===== config.mk =====
export PLATFORM = sky130hd
export DESIGN_NAME = amp_guard_seq
export DESIGN_NICKNAME = d
export VERILOG_FILES = /design/src/rtl/amp_guard_pkg.sv /design/src/rtl/amp_guard_timer.sv /design/src/rtl/amp_guard_thermal.sv /design/src/rtl/amp_guard_short.sv /design/src/rtl/amp_guard_seq.sv
export SDC_FILE = /design/constraint.sdc
export NUM_CORES = 1
export LEC_CHECK = 0
export CAP_MARGIN = 20
export CORE_UTILIZATION = 40
export DETAILED_ROUTE_END_ITERATION = 6
export SLEW_MARGIN = 20
export SYNTH_ARGS = -nofsm -noshare
export SYNTH_HDL_FRONTEND = slang
export SYNTH_SLANG_ARGS = --single-unit

===== constraint.sdc =====
create_clock -name clk -period 1.9 [get_ports clk]
set_input_delay 0.38 -clock clk [delete_from_list [all_inputs] [get_ports clk]]
set_output_delay 0.38 -clock clk [all_outputs]
set_load 0.02 [all_outputs]

===== src/rtl/amp_guard_pkg.sv =====
package amp_guard_pkg;

   typedef enum logic [1:0] {
      SEQ_IDLE = 2'd0,
      SEQ_RAMP = 2'd1,
      SEQ_LIVE = 2'd2,
      SEQ_FALL = 2'd3
   } seq_state_t;

   function automatic int unsigned cnt_width(input int unsigned limit);
      return (limit > 1) ? $clog2(limit) : 1;
   endfunction

endpackage


===== src/rtl/amp_guard_timer.sv =====
module amp_guard_timer #(
   parameter int unsigned LIMIT = 4
) (
   input  logic clk,
   input  logic rst_n,
   input  logic clr,
   input  logic run,
   output logic done
);
   localparam int unsigned W = amp_guard_pkg::cnt_width(LIMIT);
   localparam logic [W-1:0] LAST = W'(LIMIT - 1);

   logic [W-1:0] cnt_q;

   // done is high in the LIMIT-th consecutive cycle of run
   assign done = run && (cnt_q == LAST);

   always_ff @(posedge clk or negedge rst_n) begin
      if (!rst_n)
         cnt_q <= '0;
      else if (clr)
         cnt_q <= '0;
      else if (run && !done)
         cnt_q <= cnt_q + 1'b1;
   end

endmodule


===== src/rtl/amp_guard_thermal.sv =====
module amp_guard_thermal #(
   parameter int unsigned RECOVER_CYCLES = 16
) (
   input  logic clk,
   input  logic rst_n,
   input  logic clr,
   input  logic ot,
   input  logic safe,
   output logic lock
);
   logic cool_run;
   logic cool_done;

   assign cool_run = lock && safe && !ot;

   amp_guard_timer #(.LIMIT(RECOVER_CYCLES)) u_cool (
      .clk  (clk),
      .rst_n(rst_n),
      .clr  (clr || !cool_run),
      .run  (cool_run),
      .done (cool_done)
   );

   always_ff @(posedge clk or negedge rst_n) begin
      if (!rst_n)
         lock <= 1'b0;
      else if (clr)
         lock <= 1'b0;
      else if (ot)
         lock <= 1'b1;
      else if (cool_done)
         lock <= 1'b0;
   end

endmodule


===== src/rtl/amp_guard_short.sv =====
module amp_guard_short #(
   parameter int unsigned FILTER_CYCLES = 8,
   parameter int unsigned OFF_CYCLES    = 32
) (
   input  logic clk,
   input  logic rst_n,
   input  logic clr,
   input  logic arm,
   input  logic oc,
   output logic off,
   output logic trip
);
   logic flt_run;
   logic off_done;

   assign flt_run = arm && oc && !off;

   amp_guard_timer #(.LIMIT(FILTER_CYCLES)) u_filter (
      .clk  (clk),
      .rst_n(rst_n),
      .clr  (clr || !flt_run),
      .run  (flt_run),
      .done (trip)
   );

   amp_guard_timer #(.LIMIT(OFF_CYCLES)) u_offwin (
      .clk  (clk),
      .rst_n(rst_n),
      .clr  (clr || !off),
      .run  (off),
      .done (off_done)
   );

   always_ff @(posedge clk or negedge rst_n) begin
      if (!rst_n)
         off <= 1'b0;
      else if (clr)
         off <= 1'b0;
      else if (trip)
         off <= 1'b1;
      else if (off_done)
         off <= 1'b0;
   end

endmodule


===== src/rtl/amp_guard_seq.sv =====
module amp_guard_seq
   import amp_guard_pkg::*;
#(
   parameter int unsigned UP_CYCLES      = 680000,
   parameter int unsigned DOWN_CYCLES    = 6000,
   parameter int unsigned FILTER_CYCLES  = 2800,
   parameter int unsigned OFF_CYCLES     = 9400000,
   parameter int unsigned RECOVER_CYCLES = 9400000
) (
   input  logic clk,
   input  logic rst_n,
   input  logic por_hold,
   input  logic en,
   input  logic ot_flag,
   input  logic safe_flag,
   input  logic oc_flag,
   input  logic uv_flag,
   output logic drv_en,
   output logic pup_busy,
   output logic pdn_busy,
   output logic ramp_done,
   output logic st_therm,
   output logic st_short,
   output logic st_uv
);

   if (UP_CYCLES < 1 || DOWN_CYCLES < 1) begin : g_bad_ramp
      $error("ramp windows must be at least one cycle");
   end
   if (FILTER_CYCLES < 1 || OFF_CYCLES < 1 || RECOVER_CYCLES < 1) begin : g_bad_fault
      $error("fault windows must be at least one cycle");
   end

   seq_state_t st_q, st_d;
   logic up_done, dn_done;
   logic fault_clr;
   logic th_lock;
   logic sc_off, sc_trip;
   logic arm;

   assign fault_clr = por_hold || !en;

   amp_guard_timer #(.LIMIT(UP_CYCLES)) u_up (
      .clk  (clk),
      .rst_n(rst_n),
      .clr  (st_q != SEQ_RAMP),
      .run  (st_q == SEQ_RAMP),
      .done (up_done)
   );

   amp_guard_timer #(.LIMIT(DOWN_CYCLES)) u_dn (
      .clk  (clk),
      .rst_n(rst_n),
      .clr  (st_q != SEQ_FALL),
      .run  (st_q == SEQ_FALL),
      .done (dn_done)
   );

   amp_guard_thermal #(.RECOVER_CYCLES(RECOVER_CYCLES)) u_therm (
      .clk  (clk),
      .rst_n(rst_n),
      .clr  (fault_clr),
      .ot   (ot_flag),
      .safe (safe_flag),
      .lock (th_lock)
   );

   // drivers would be live apart from the short-circuit guard
   assign arm = (st_q == SEQ_LIVE) && en && !por_hold && !ot_flag
                && !th_lock && !uv_flag;

   amp_guard_short #(
      .FILTER_CYCLES(FILTER_CYCLES),
      .OFF_CYCLES   (OFF_CYCLES)
   ) u_short (
      .clk  (clk),
      .rst_n(rst_n),
      .clr  (fault_clr),
      .arm  (arm),
      .oc   (oc_flag),
      .off  (sc_off),
      .trip (sc_trip)
   );

   always_comb begin
      st_d = st_q;
      unique case (st_q)
         SEQ_IDLE: if (en) st_d = SEQ_RAMP;
         SEQ_RAMP: begin
            if (!en)          st_d = SEQ_FALL;
            else if (up_done) st_d = SEQ_LIVE;
         end
         SEQ_LIVE: if (!en) st_d = SEQ_FALL;
         SEQ_FALL: if (dn_done) st_d = SEQ_IDLE;
         default:  st_d = SEQ_IDLE;
      endcase
   end

   always_ff @(posedge clk or negedge rst_n) begin
      if (!rst_n)
         st_q <= SEQ_IDLE;
      else if (por_hold)
         st_q <= SEQ_IDLE;
      else
         st_q <= st_d;
   end

   always_ff @(posedge clk or negedge rst_n) begin
      if (!rst_n) begin
         st_therm <= 1'b0;
         st_short <= 1'b0;
         st_uv    <= 1'b0;
      end else if (fault_clr) begin
         st_therm <= 1'b0;
         st_short <= 1'b0;
         st_uv    <= 1'b0;
      end else begin
         if (ot_flag) st_therm <= 1'b1;
         if (sc_trip) st_short <= 1'b1;
         if (uv_flag) st_uv    <= 1'b1;
      end
   end

   assign pup_busy  = (st_q == SEQ_RAMP);
   assign pdn_busy  = (st_q == SEQ_FALL);
   assign ramp_done = (st_q == SEQ_LIVE);
   assign drv_en    = arm && !sc_off;

endmodule


==> results.yml <==
route:
  drtIter0Drc: 175
  via_per_inst: 5.17
  drc: 0
  wl_per_cell_um: 13.4
  vias: 3786
  first_pass_iters: 4
  ant_nets: 0
  totalWireLength_mm: 9.80
logic_synthesis:
  synthMuxAreaShare_pct: 0.993
  ys_warn_count: 0
  ys_seq_area_share_pct: 49.7
  netlist_area_sq_um: 5040
  yosys.area_share.simple_pct: 27.3
  synth_compound_area_share_pct: 5.64
  synth_ff_type: "dfrtp_1"
  synth_fp_nets: 528
  synth_top_family_by_area: "simple AND/OR/NAND/NOR gates"
  syn_area_per_cell_sq_um: 9.86
  synth_xor_area_share_pct: 12.2
  syn_inst: 511
  ys_async_sr_fraction_pct: 100
  synth_edf_count: 0
  synth_cell_types: 46
  ys_ff_latch: 100
  synthAdderAreaFrac_pct: 2.23
floorplan:
  start_util_pct: 41.4
  io_pins: 15
  dieArea_sq_um: 13100
  fp-row-count: 40
  die_w_um: 114
  core_area_sq_um: 12200
  die_h_um: 114
worst_setup_path:
  slowest_stage: "or4b_4"
  crit_type: "flip-flop to primary output"
  cp.required_ps: 1520
  cp.buffers_inverters: 2
  crit_path_cell_trace: "inv_2, ha_4, or4b_4, nor3b_4, buf_6"
  reg2reg_from: "st_q[0]$_DFFE_PN0P_"
  r2r_cells: 8
  r2r-end: "st_short$_DFFE_PN0P_"
  endpoint_kind: "primary output"
  cpPeakStageDelay_ps: 470
  crit_arrival_ps: 1780
  startpoint_type: "flip-flop"
  reg2reg_slack_ps: 50
  crit_family: "simple AND/OR/NAND/NOR gates"
  crit_fanout: 2
timing:
  hold_viol: 0
  fmax_ghz: 0.462
  tightest_slew_ps: 394
  fin_ws_ps: -264
  skew_ps: 8.83
  setup_viol_count_final: 1
  finalCritPeriodShare_pct: 114
  min_period_ps: 2160
  final-max-slew-violation-count: 0
  maxSlewHeadroom_pct: 73.5
  rsz0062_at_grt: "yes"
run_status:
  violations: "negative setup slack"
  status: "finished, violations left"
global_routing:
  grt_pass1_vias: 3736
  antenna_found_initial: 0
  grt_pass1_wl_mm: 17.4
  grt-ovfl-total: 0
  grt_max_degree: 40
  track_usage_pct: 16.8
pwr:
  leakagePower_nw: 2.54
  powerDensity_nw_per_um2: 801
  total_power_mw: 4.86
  peakVddDrop_mv: 0.393
clock_network:
  cts_sinks: 100
  cts_made_buffers: 9
  clockRootBuffer: "clkbuf_16"
  cts_tree: "done"
  clk_pin_slew_worst_paths_ps: 70
  clockBufferDepth: 2
  clk_latency_ps: 350
  cts_htree_levels: 3
placed_design:
  hpwl_mm: 6.79
  portBuffers: 14
  place.gp.congestion: 0.793
  dp_slack_ps: -651
layout:
  nets: 577
  antenna_cells: 0
  multi_input_area_sq_um: 2530
  area_delta_synth_final_pct: 20.5
  fill_cells: 1118
  regArea_sq_um: 2500
  layout-drive-gt1-share_pct: 12.9
worst_hold_path:
  min-delay-start: "st_uv$_DFFE_PN0P_"
  hold_path_depth: 1
  worstHoldPathType: "flip-flop to flip-flop"
  min_to: "st_uv$_DFFE_PN0P_"
job:
  cap_violations: 0
-- repair_timing --
item | 4_1_cts | 5_1_grt
hold endpoints to repair | 26 | 0
pin swaps | 0 | 3
buffers inserted | 0 | 1
resized for setup | 12 | 15
hold buffers | 1 | 0
endpoints found under the setup margin | 6 | 18
cloned | 0 | 0
-- cells in the mapped netlist (2+ instances only) --
cell        n  area (sq um)
o21ai_0    10          50.1
or4_1       4          30.0
nor2b_1     4          25.0
a211oi_1    2          15.0
nand4b_1    2          17.5
and2_1     15          93.8
ha_1        9           113
dfrtp_1   100          2500
xor2_1     43           377
a21oi_1    11          55.1
buf_2       3          15.0
o211ai_1    2          15.0
a32oi_1     2          17.5
a31oi_1     4          25.0
nor3b_1     3          22.5
o21a_1      3          22.5
xnor2_1    27           236
mux2i_1     5          50.1
nor3_1     13          65.1
nand4_1    19           119
nor2_1     74           278
and4_1     10          87.6
o31ai_1     4          30.0
inv_1      10          37.5
nand3_1    39           195
nor4b_1     4          35.0
nand3b_1    2          15.0
clkbuf_1   10          37.5
or3_1       4          25.0
nand2_1    32           120
and3_1     20           125
nor4_1      7          43.8
-- cells by family (layout without fill, tap and decap cells) --
| family | count (synthesis) | in the layout |
|---|---|---|
| DFF | 100 | 100 |
| muxes | 5 | 5 |
| AOI/OAI and AO/OA | 44 | 44 |
| adders and majority gates | 9 | 9 |
| buffers and inverters | 24 | 78 |
| xor gates and xnor gates | 70 | 70 |
| and+or+nand+nor | 259 | 259 |
-- metrics by stage --
stage	cells	utilization, %	setup TNS (ps)	instance area (sq um)	hold WS, ps
2_1_floorplan	511	-	-8.32	5080	84.4
3_3_place_gp	715	46.6	-5500	5660	339
3_5_place_dp	715	46.6	-6730	5660	342
4_1_cts	732	49.4	-289	6010	484
5_1_grt	733	49.9	-336	6070	508
6_report	733	49.9	-264	6070	479
-- power by group --
| group | switching [mW] | leakage, nW | internal (mW) |
|---|---|---|---|
| Clock | 0.774 | 0.157 | 1.29 |
| Combinational | 0.334 | 0.989 | 0.259 |
| Sequential | 0.0353 | 1.39 | 2.17 |
-- state kept, by name, summed over array words and instances (netlist names) --
name                    count
st_q                        2
st_short                    1
st_therm                    1
st_uv                       1
u_dn.cnt_q                 13
u_short.off                 1
u_short.u_filter.cnt_q     12
u_short.u_offwin.cnt_q     24
u_therm.lock                1
u_therm.u_cool.cnt_q       24
u_up.cnt_q                 20
-- final cells by class --
cell class                      instances  share of cell area [%]
Clock inverter                          4                    1.61
Sequential cell                       100                    41.2
Timing Repair Buffer                   52                    7.54
Tap cell                              168                    3.46
Clock buffer                           12                    3.89
Multi-Input combinational cell        387                    41.7
Inverter                               10                   0.618
-- worst max path at each step --
stage | slack (ps) | cells past startpoint | to | startpoint
after detailed placement | -650 | 4 | drv_en | uv_flag
after global placement | -630 | 4 | drv_en | uv_flag
final | -260 | 5 | drv_en | st_q[0]$_DFFE_PN0P_
after global routing | -320 | 5 | drv_en | st_q[0]$_DFFE_PN0P_
after CTS | -290 | 5 | drv_en | st_q[0]$_DFFE_PN0P_
after floorplan | -0.8 | 7 | u_short.u_filter.cnt_q[5]$_DFFE_PN0P_ | st_q[0]$_DFFE_PN0P_
-- cell usage in the layout (no fill, tap or decap), types with 4 or more instances in the layout --
cell type and count:
a21oi_1 11, a31oi_1 4, and2_1 15, and3_1 20, and4_1 10, buf_4 35
clkbuf_16 9, clkdlybuf4s50_1 9, dfrtp_1 100, ha_1 8, inv_1 9, mux2i_1 5
nand2_1 31, nand3_1 38, nand4_1 19, nor2_1 74, nor3_1 13, nor4_1 5
o21ai_0 8, or3_1 4, or4_1 4, xnor2_1 27, xor2_1 43
-- metal layers --
| metal | track usage [%] | routed length, um | vias up |
|---|---|---|---|
| li1 | - | - | 1893 |
| met1 | 21.6 | 4660 | 1836 |
| met2 | 27.7 | 4690 | 49 |
| met3 | 4.55 | 325 | 8 |
| met4 | 5.45 | 118 | 0 |
| met5 | 0 | 0 | - |
Note: power is estimated with default switching activity, not from simulation.
